==> config.mk <==
export PLATFORM = sky130hd
export DESIGN_NAME = muxbus_slave
export DESIGN_NICKNAME = d
export VERILOG_FILES = /design/src/rtl/muxbus_pkg.sv /design/src/rtl/muxbus_sync.sv /design/src/rtl/muxbus_ctrl.sv /design/src/rtl/muxbus_dp.sv /design/src/rtl/muxbus_slave.sv
export SDC_FILE = /design/constraint.sdc
export NUM_CORES = 1
export LEC_CHECK = 0
export BUFFER_PORTS_ARGS = -buffer_cell sky130_fd_sc_hd__buf_2
export CAP_MARGIN = 20
export CORE_MARGIN = 2
export CORE_UTILIZATION = 50
export DETAILED_ROUTE_END_ITERATION = 6
export GPL_TIMING_DRIVEN = 0
export PLACE_DENSITY = 0.76
export SLEW_MARGIN = 20
export SYNTH_ARGS = -nofsm -noshare
export SYNTH_HDL_FRONTEND = slang
export SYNTH_SLANG_ARGS = --single-unit
export TNS_END_PERCENT = 1
==> constraint.sdc <==
create_clock -name clk -period 2.3 [get_ports clk]
set_input_delay 0 -clock clk [delete_from_list [all_inputs] [get_ports clk]]
set_output_delay 0 -clock clk [all_outputs]
set_load 0.01 [all_outputs]
==> src/rtl/muxbus_pkg.sv <==
package muxbus_pkg;
  typedef struct packed {
    logic addrLoad;
    logic addrClear;
    logic wrFire;
    logic rdCapture;
  } busStrobes_t;
endpackage

==> src/rtl/muxbus_sync.sv <==
module muxbus_sync #(
  parameter int W = 1,
  parameter int STAGES = 2,
  parameter logic [W-1:0] RST_VAL = '0
) (
  input  logic         clk,
  input  logic         rstN,
  input  logic [W-1:0] din,
  output logic [W-1:0] dout
);
  logic [W-1:0] stg [STAGES];

  always_ff @(posedge clk or negedge rstN) begin
    if (!rstN) stg[0] <= RST_VAL;
    else       stg[0] <= din;
  end

  for (genvar g = 1; g < STAGES; g++) begin : gStage
    always_ff @(posedge clk or negedge rstN) begin
      if (!rstN) stg[g] <= RST_VAL;
      else       stg[g] <= stg[g-1];
    end
  end

  assign dout = stg[STAGES-1];
endmodule

==> src/rtl/muxbus_ctrl.sv <==
module muxbus_ctrl
  import muxbus_pkg::*;
(
  input  logic        clk,
  input  logic        rstN,
  input  logic        busMode,
  input  logic        sPf,
  input  logic        sCsN,
  input  logic        sAs,
  input  logic        sDs,
  input  logic        sRw,
  output busStrobes_t stb,
  output logic        regWrEn,
  output logic        regRdEn,
  output logic        driveOn
);
  logic asPrev, dsPrev, rwPrev;
  logic addrValid, csOk;
  logic csEff, winNow, winPrev, winStart, winEnd;
  logic rdStart, wrEdge, readCond, rdFire, wrFire;

  always_ff @(posedge clk or negedge rstN) begin
    if (!rstN) begin
      asPrev <= 1'b0;
      dsPrev <= 1'b1;
      rwPrev <= 1'b1;
    end else begin
      asPrev <= sAs;
      dsPrev <= sDs;
      rwPrev <= sRw;
    end
  end

  always_comb begin
    csEff    = !sCsN && !sPf;
    winNow   = busMode ? sDs    : (!sDs || !sRw);
    winPrev  = busMode ? dsPrev : (!dsPrev || !rwPrev);
    winStart = winNow && !winPrev;
    winEnd   = !winNow && winPrev;
    rdStart  = busMode ? (winStart && sRw) : (dsPrev && !sDs && sRw);
    wrEdge   = busMode ? (winEnd && !rwPrev) : (!rwPrev && sRw);
    readCond = busMode ? (sDs && sRw) : (!sDs && sRw);
    rdFire   = rdStart && csEff && addrValid && (winStart || csOk);
    wrFire   = wrEdge && csOk && !sPf && addrValid;
    stb.addrLoad  = asPrev && !sAs;
    stb.addrClear = !asPrev && sAs;
    stb.wrFire    = wrFire;
    stb.rdCapture = regRdEn;
  end

  always_ff @(posedge clk or negedge rstN) begin
    if (!rstN) begin
      addrValid <= 1'b0;
      csOk      <= 1'b0;
      regWrEn   <= 1'b0;
      regRdEn   <= 1'b0;
      driveOn   <= 1'b0;
    end else begin
      if (stb.addrClear)     addrValid <= 1'b0;
      else if (stb.addrLoad) addrValid <= 1'b1;
      else if (winEnd)       addrValid <= 1'b0;

      if (winStart)    csOk <= csEff;
      else if (winNow) csOk <= csOk && csEff;

      regWrEn <= wrFire;
      regRdEn <= rdFire;

      if (regRdEn) driveOn <= 1'b1;
      else         driveOn <= driveOn && readCond && csEff;
    end
  end
endmodule

==> src/rtl/muxbus_dp.sv <==
module muxbus_dp
  import muxbus_pkg::*;
#(
  parameter int ADDR_W = 7,
  parameter int DATA_W = 8
) (
  input  logic              clk,
  input  logic              rstN,
  input  busStrobes_t       stb,
  input  logic [DATA_W-1:0] sAd,
  input  logic [DATA_W-1:0] regRdData,
  output logic [ADDR_W-1:0] regAddr,
  output logic [DATA_W-1:0] regWrData,
  output logic [DATA_W-1:0] rdHold
);
  always_ff @(posedge clk or negedge rstN) begin
    if (!rstN) begin
      regAddr   <= '0;
      regWrData <= '0;
      rdHold    <= '0;
    end else begin
      if (stb.addrClear)     regAddr <= '0;
      else if (stb.addrLoad) regAddr <= sAd[ADDR_W-1:0];
      if (stb.wrFire)    regWrData <= sAd;
      if (stb.rdCapture) rdHold    <= regRdData;
    end
  end
endmodule

==> src/rtl/muxbus_slave.sv <==
module muxbus_slave
  import muxbus_pkg::*;
#(
  parameter int ADDR_W = 7,
  parameter int DATA_W = 8,
  parameter int SYNC_STAGES = 2
) (
  input  logic              clk,
  input  logic              rstN,
  input  logic              busMode,
  input  logic              powerFail,
  input  logic              csN,
  input  logic              addrStb,
  input  logic              dataStb,
  input  logic              rwLine,
  input  logic [DATA_W-1:0] adBusIn,
  output logic [DATA_W-1:0] adBusOut,
  output logic              adBusOe,
  output logic [ADDR_W-1:0] regAddr,
  output logic [DATA_W-1:0] regWrData,
  output logic              regWrEn,
  output logic              regRdEn,
  input  logic [DATA_W-1:0] regRdData
);
  localparam int CTL_W = 5;
  localparam logic [CTL_W-1:0] CTL_RST = 5'b11011;

  logic [CTL_W-1:0] ctlSync;
  logic [DATA_W-1:0] sAd;
  logic driveOn;
  busStrobes_t stb;

  muxbus_sync #(.W(CTL_W), .STAGES(SYNC_STAGES), .RST_VAL(CTL_RST)) uCtlSync (
    .clk(clk), .rstN(rstN),
    .din({powerFail, csN, addrStb, dataStb, rwLine}),
    .dout(ctlSync)
  );

  muxbus_sync #(.W(DATA_W), .STAGES(SYNC_STAGES), .RST_VAL('0)) uBusSync (
    .clk(clk), .rstN(rstN), .din(adBusIn), .dout(sAd)
  );

  muxbus_ctrl uCtrl (
    .clk(clk), .rstN(rstN), .busMode(busMode),
    .sPf(ctlSync[4]), .sCsN(ctlSync[3]), .sAs(ctlSync[2]),
    .sDs(ctlSync[1]), .sRw(ctlSync[0]),
    .stb(stb), .regWrEn(regWrEn), .regRdEn(regRdEn), .driveOn(driveOn)
  );

  muxbus_dp #(.ADDR_W(ADDR_W), .DATA_W(DATA_W)) uDp (
    .clk(clk), .rstN(rstN), .stb(stb), .sAd(sAd), .regRdData(regRdData),
    .regAddr(regAddr), .regWrData(regWrData), .rdHold(adBusOut)
  );

  assign adBusOe = driveOn && !powerFail;
endmodule

==> results of run 1 <==
-- routing by layer --
layer / vias to the layer above / GRT usage [%] / wire length (um)
li1: 565 / - / -
met1: 587 / 21.3 / 1360
met2: 25 / 27.1 / 1700
met3: 11 / 5.24 / 148
met4: 0 / 12.2 / 105
met5: - / 0 / 0
-- worst register-to-register path, cell delays in order, from the launching register on --
cell       delay (ps)
dfstp_2           370
buf_2             160
nand3b_4          180
a2111oi_4         730
mux2_2            420
-- sequential cells by signal (all words and copies together) (netlist names) --
name / count
uCtrl.regWrEn: 1
uCtrl.rwPrev: 1
uDp.rdHold: 8
uCtrl.asPrev: 1
uCtrl.addrValid: 1
uBusSync.dout: 8
uCtlSync.dout: 5
uDp.regWrData: 8
uCtrl.driveOn: 1
uCtrl.csOk: 1
uCtlSync.stg: 5
uCtrl.dsPrev: 1
uBusSync.stg: 8
uCtrl.regRdEn: 1
uDp.regAddr: 7
-- per-stage QoR --
| step | std cells | hold slack [ps] |
|---|---|---|
| after floorplan | 118 | -296 |
| after global placement | 214 | 107 |
| after detailed placement | 214 | 80.9 |
| after CTS | 252 | 24.0 |
| after global routing | 252 | 70.0 |
| final | 252 | 36.6 |
-- cells by family after synthesis --
family / after synthesis / share of synthesized area (%)
multiplexers: 16 / 9.60
buffers and inverters: 8 / 1.98
flip-flops: 57 / 73.6
adder cells (fa/ha/maj): 2 / 1.28
AND/OR/NAND/NOR: 20 / 6.66
XOR/XNOR: 1 / 0.448
AO/OA/AOI/OAI: 14 / 6.40
-- synth_stat cells --
| master | n | area share [%] |
|---|---|---|
| dfrtp_1 | 47 | 60 |
| mux2_2 | 14 | 8.1 |
| dfstp_2 | 10 | 13 |
| nand2_1 | 8 | 1.5 |
| a22o_1 | 5 | 2.2 |
| inv_1 | 4 | 0.77 |
| nor2_1 | 3 | 0.58 |
| a21oi_1 | 2 | 0.51 |
| and3b_2 | 2 | 1.0 |
| clkbuf_1 | 2 | 0.38 |
| ha_1 | 2 | 1.3 |
| mux2_4 | 2 | 1.5 |
| nor3b_1 | 2 | 0.77 |
| o21ai_0 | 2 | 0.51 |
| a2111oi_4 | 1 | 1.4 |
| a211oi_1 | 1 | 0.38 |
| a31o_2 | 1 | 0.45 |
| a41o_1 | 1 | 0.51 |
| and2b_2 | 1 | 0.45 |
| buf_2 | 1 | 0.26 |
| buf_6 | 1 | 0.58 |
| nand2b_4 | 1 | 0.70 |
| nand3_1 | 1 | 0.26 |
| nand3b_4 | 1 | 1.0 |
| nor2b_1 | 1 | 0.32 |
| o211ai_1 | 1 | 0.38 |
| xnor2_1 | 1 | 0.45 |
-- area by class of cell --
cell class              instances  area (um^2)  share of cell area, %
repair buffers                 70          463                   17.3
well taps                      48         60.1                   2.25
clock inverters                 6         57.6                   2.15
flip-flops and latches         57         1440                   53.8
inverters                       4         15.0                  0.562
multi-input cells              53          477                   17.8
clock buffers                  10          138                   5.15
plain buffers                   4         23.8                  0.890
-- how the worst min path moves through the flow --
stage / end / slack (ps) / from / cells past startpoint
4_1_cts: uCtrl.csOk / 20 / busMode / 3
2_1_floorplan: uBusSync.dout[0] / -300 / rstN / 0
3_3_place_gp: uCtlSync.stg[5] / 110 / rwLine / 1
5_1_grt: uCtrl.csOk / 70 / busMode / 3
3_5_place_dp: uDp.rdHold[0] / 80 / rstN / 1
6_report: uCtrl.csOk / 40 / busMode / 3
-- power by group --
group | total [W] | switching (W) | internal (W) | leakage [nW]
clock network | 0.000888 | 0.000367 | 0.000521 | 0.102
logic | 0.000260 | 0.000120 | 0.000140 | 0.550
registers | 0.00115 | 0.0000468 | 0.00110 | 0.698
-- timing repair --
| item | in CTS | in global routing |
|---|---|---|
| hold buffers | 22 | 0 |
| gates resized for setup | 0 | 0 |
| hold endpoints to repair | 68 | 0 |
| endpoints found under the setup margin | 0 | 0 |
==> flow_summary.json, run 1 <==
{
  "status": "complete, no violations",
  "critical_path.startpoint": "uCtlSync.dout[1]",
  "r2r-end": "uDp.regWrData[5]",
  "drt_iter0_drc": 82,
  "nets": 225,
  "dr_total_vias": 1188,
  "vias_per_cell": 4.71,
  "path_depth": 4,
  "setup_ws_ps": 322,
  "ir_drop_v": 0.000532,
  "cpLargestDelayFamily": "compound AO/OA/AOI/OAI gates",
  "wirelength_um": 3310,
  "slowest_stage": "a2111oi_4",
  "cts_buffers": 9,
  "htree_levels": 3,
  "die_x_um": 66.5,
  "hpwl_um": 2160,
  "worst-setup-path-type": "flip-flop to flip-flop",
  "drive_gt1_share_pct": 48.5,
  "drv_slew": 0,
  "ys_seq_elements": 57,
  "worst_setup_path_end_kind": "flip-flop",
  "cts.clk_slew.worst_paths_ps": 60,
  "worstSkewPairLatency_ps": 320,
  "clock.fmax_mhz": 506,
  "worstMarginPinSlew_ps": 801,
  "rows": 22,
  "finalCritPeriodShare_pct": 86.0,
  "hold_viol": 0,
  "drc_errors": 0,
  "ff2ff_setup_slack_ps": 320,
  "fillerInstances": 248,
  "root_buffer": "clkbuf_8",
  "drt_first_pass_iters": 3,
  "syn_nets": 144,
  "skew_ps": 4.21,
  "gp_congestion": 0.736,
  "grt_max_degree": 58,
  "hp-class": "input port to flip-flop",
  "required_ps": 2500,
  "total_power_w": 0.00229,
  "insertedDiodeCount": 0,
  "io_pins": 50,
  "core_mm2": 0.00372,
  "finalSetupViolCount": 0,
  "antenna_found_initial": 0,
  "cts_tree": "yes",
  "netlist_area_mm2": 0.00195,
  "cp-start-kind": "flip-flop",
  "timing.rr.start": "uCtlSync.dout[1]",
  "fin_util_pct": 71.9,
  "post-cts-setup-buffer-count": 0,
  "fin_setup_tns_ps": 0,
  "place_area_mm2": 0.00226,
  "yosysSeqAreaShare_pct": 73.6,
  "final_cell_mix": "48 x buf_2, 47 x dfrtp_1, 22 x dlygate4sd3_1",
  "slowest_delay_ps": 730,
  "start_util_pct": 52.6,
  "clk_path_buf_depth": 2,
  "post-place-ws_ps": 309,
  "powerDensity_mw_per_mm2": 859,
  "track_usage_pct": 17.6,
  "die_h_um": 66.5,
  "fin_area_mm2": 0.00267,
  "io_buffer_count": 48,
  "dieArea_mm2": 0.00442,
  "cap_violations": 0,
  "rsz0062_at_grt": "false",
  "synth_cells": 118,
  "first_global_vias": 1207,
  "drtAntennaViolNets": 0,
  "cp.arrival_ps": 2180,
  "final_common_cell": "buf_2",
  "fin_crit_ps": 1980,
  "maxSlewHeadroom_pct": 46.6,
  "yosysUniqueCellTypes": 27,
  "worstPathBufferInverterCount": 1,
  "reg2reg_depth": 4,
  "p_leak_nw": 1.35,
  "grt_pass1_wl_um": 5460,
  "area_growth_pct": 36.7,
  "avgSynthCellArea_um2": 16.6,
  "ys_warn_count": 0,
  "path_max_fanout": 9,
  "cts.sinks": 57,
  "setup.worst_path.end": "uDp.regWrData[5]",
  "grt_overflow": 0,
  "avgRoutedWirePerCell_um": 13.1,
  "cp_cell_sequence": "buf_2 > nand3b_4 > a2111oi_4 > mux2_2"
}
Power figures use the tool's default switching activity.
==> run 2: changes to the inputs <==
MAX_ROUTING_LAYER = met4   (was unset)
==> run 2 against run 1 <==
Clock-buffer cell count stayed put. Clock skew is essentially flat. Sequential share of layout area unchanged. Global-route usage grew 0.52 points. Cell count unchanged. First-iteration DRC count up 24%. Utilization unchanged. Worst setup slack barely moved. Clock power increased by 0.5%. Flip-flop and latch count unchanged.
==> flow_summary.json, run 2 (synthesis gave the netlist of run 1 again) <==
{
  "status": "complete, no violations",
  "track_usage_pct": 18.2,
  "final_common_cell": "buf_2",
  "drc_errors": 0,
  "die_x_um": 66.5,
  "cp-start-kind": "flip-flop",
  "drt_first_pass_iters": 4,
  "drive_gt1_share_pct": 48.5,
  "clk_path_buf_depth": 2,
  "cts_tree": "yes",
  "fin_crit_ps": 1980,
  "hp-class": "input port to flip-flop",
  "ir_drop_v": 0.000533,
  "post-place-ws_ps": 309,
  "rsz0062_at_grt": "false",
  "die_h_um": 66.5,
  "p_leak_nw": 1.35,
  "seq_power_share_pct": 49.9,
  "start_util_pct": 52.6,
  "finalCritPeriodShare_pct": 86.0,
  "grt_pass1_wl_um": 5460,
  "path_max_fanout": 9,
  "total_power_w": 0.00230,
  "root_buffer": "clkbuf_8",
  "p_clk_share_pct": 38.8,
  "drtAntennaViolNets": 0,
  "cp.arrival_ps": 2180,
  "timing.rr.start": "uCtlSync.dout[1]",
  "wirelength_um": 3350,
  "p_comb_share_pct": 11.3,
  "drv_slew": 0,
  "rows": 22,
  "hold_start": "busMode",
  "p_int_w": 0.00176,
  "p_switching_w": 0.000538,
  "core_mm2": 0.00372,
  "swShare_pct": 23.4,
  "skew_ps": 3.81,
  "dr_total_vias": 1194,
  "antenna_found_initial": 0,
  "finalSetupViolCount": 0,
  "clock.fmax_mhz": 505,
  "drt_iter0_drc": 102,
  "io_pins": 50,
  "gp_congestion": 0.745,
  "worstSkewPairLatency_ps": 320,
  "avgRoutedWirePerCell_um": 13.3,
  "cts.clk_slew.worst_paths_ps": 60,
  "dieArea_mm2": 0.00442,
  "insertedDiodeCount": 0,
  "maxSlewHeadroom_pct": 46.5,
  "final_cell_mix": "48 x buf_2, 47 x dfrtp_1, 22 x dlygate4sd3_1",
  "cap_violations": 0,
  "area_growth_pct": 36.7,
  "worst_setup_path_end_kind": "flip-flop",
  "first_global_vias": 1199,
  "cts_buffers": 9,
  "hold_viol": 0,
  "powerDensity_mw_per_mm2": 860,
  "hpwl_um": 2160,
  "grt_overflow": 0,
  "cts.sinks": 57,
  "whs_ps": 35.6,
  "io_buffer_count": 48,
  "fin_setup_tns_ps": 0,
  "setup_ws_ps": 322,
  "nets": 225,
  "required_ps": 2500,
  "worst-setup-path-type": "flip-flop to flip-flop",
  "fillerInstances": 248,
  "vias_per_cell": 4.74,
  "htree_levels": 3,
  "grt_max_degree": 58,
  "critical_path.startpoint": "uCtlSync.dout[1]",
  "worstMarginPinSlew_ps": 802
}
==> run 2: cell counts in the layout (fill, tap and decap cells not counted) <==
Identical to the previous run, type by type.
==> run 2: area by class of cell <==
type / instances / area, um^2 / share of cell area (%)
Clock inverter: 6 / 57.6 / 2.15
Multi-Input combinational cell: 53 / 477 / 17.8
Timing Repair Buffer: 70 / 463 / 17.3
Clock buffer: 10 / 138 / 5.15
Sequential cell: 57 / 1440 / 53.8
Buffer: 4 / 23.8 / 0.890
Tap cell: 48 / 60.1 / 2.25
Inverter: 4 / 15.0 / 0.562
==> run 2: metrics by stage <==
| step | utilization, % | cells | instance area, um^2 |
|---|---|---|---|
| detailed placement | 60.7 | 214 | 2260 |
| finish | 71.9 | 252 | 2670 |
| floorplan | - | 118 | 1950 |
| CTS | 71.9 | 252 | 2670 |
| global placement | 60.7 | 214 | 2250 |
| global route | 71.9 | 252 | 2670 |
==> run 2: routing by layer <==
layer / global-route usage [%] / share of wire [%] / vias up
li1: - / - / 565
met1: 21.9 / 42 / 587
met2: 26.9 / 51 / 30
met3: 4.90 / 4.0 / 12
met4: 12.2 / 2.8 / 0
met5: - / 0 / -
==> run 2: path summary, 6_finish.rpt <==
path                               endpoint  slack, ps  cells past startpoint
min reg2reg                uBusSync.dout[1]        340                      0
max in group asynchronous  uDp.regWrData[1]       1590                      2
min                              uCtrl.csOk         40                      3
max                        uDp.regWrData[5]        320                      4
max reg2reg                uDp.regWrData[5]        320                      4
min in group asynchronous     uDp.rdHold[6]        260                      2
==> run 2: power groups by stage <==
stage / combinational (W) / clock [W] / sequential [W]
finish: 0.000260 / 0.000892 / 0.00115
global route: 0.000287 / 0.000960 / 0.00116
CTS: 0.000265 / 0.000906 / 0.00115
detailed placement: 0.000235 / 0 / 0.00116
global placement: 0.000226 / 0 / 0.00116
floorplan: 0.0000891 / 0 / 0.00119
==> run 2: repair_timing <==
action,in CTS,in global routing
hold endpoints to repair,68,0
resized for setup,0,0
buffers inserted,0,0
hold buffers,22,0
==> run 2: worst max-delay path, stage by stage, from the launching register on <==
cell,delay [ps]
dfstp_2,370
buf_2,160
nand3b_4,180
a2111oi_4,730
mux2_2,420
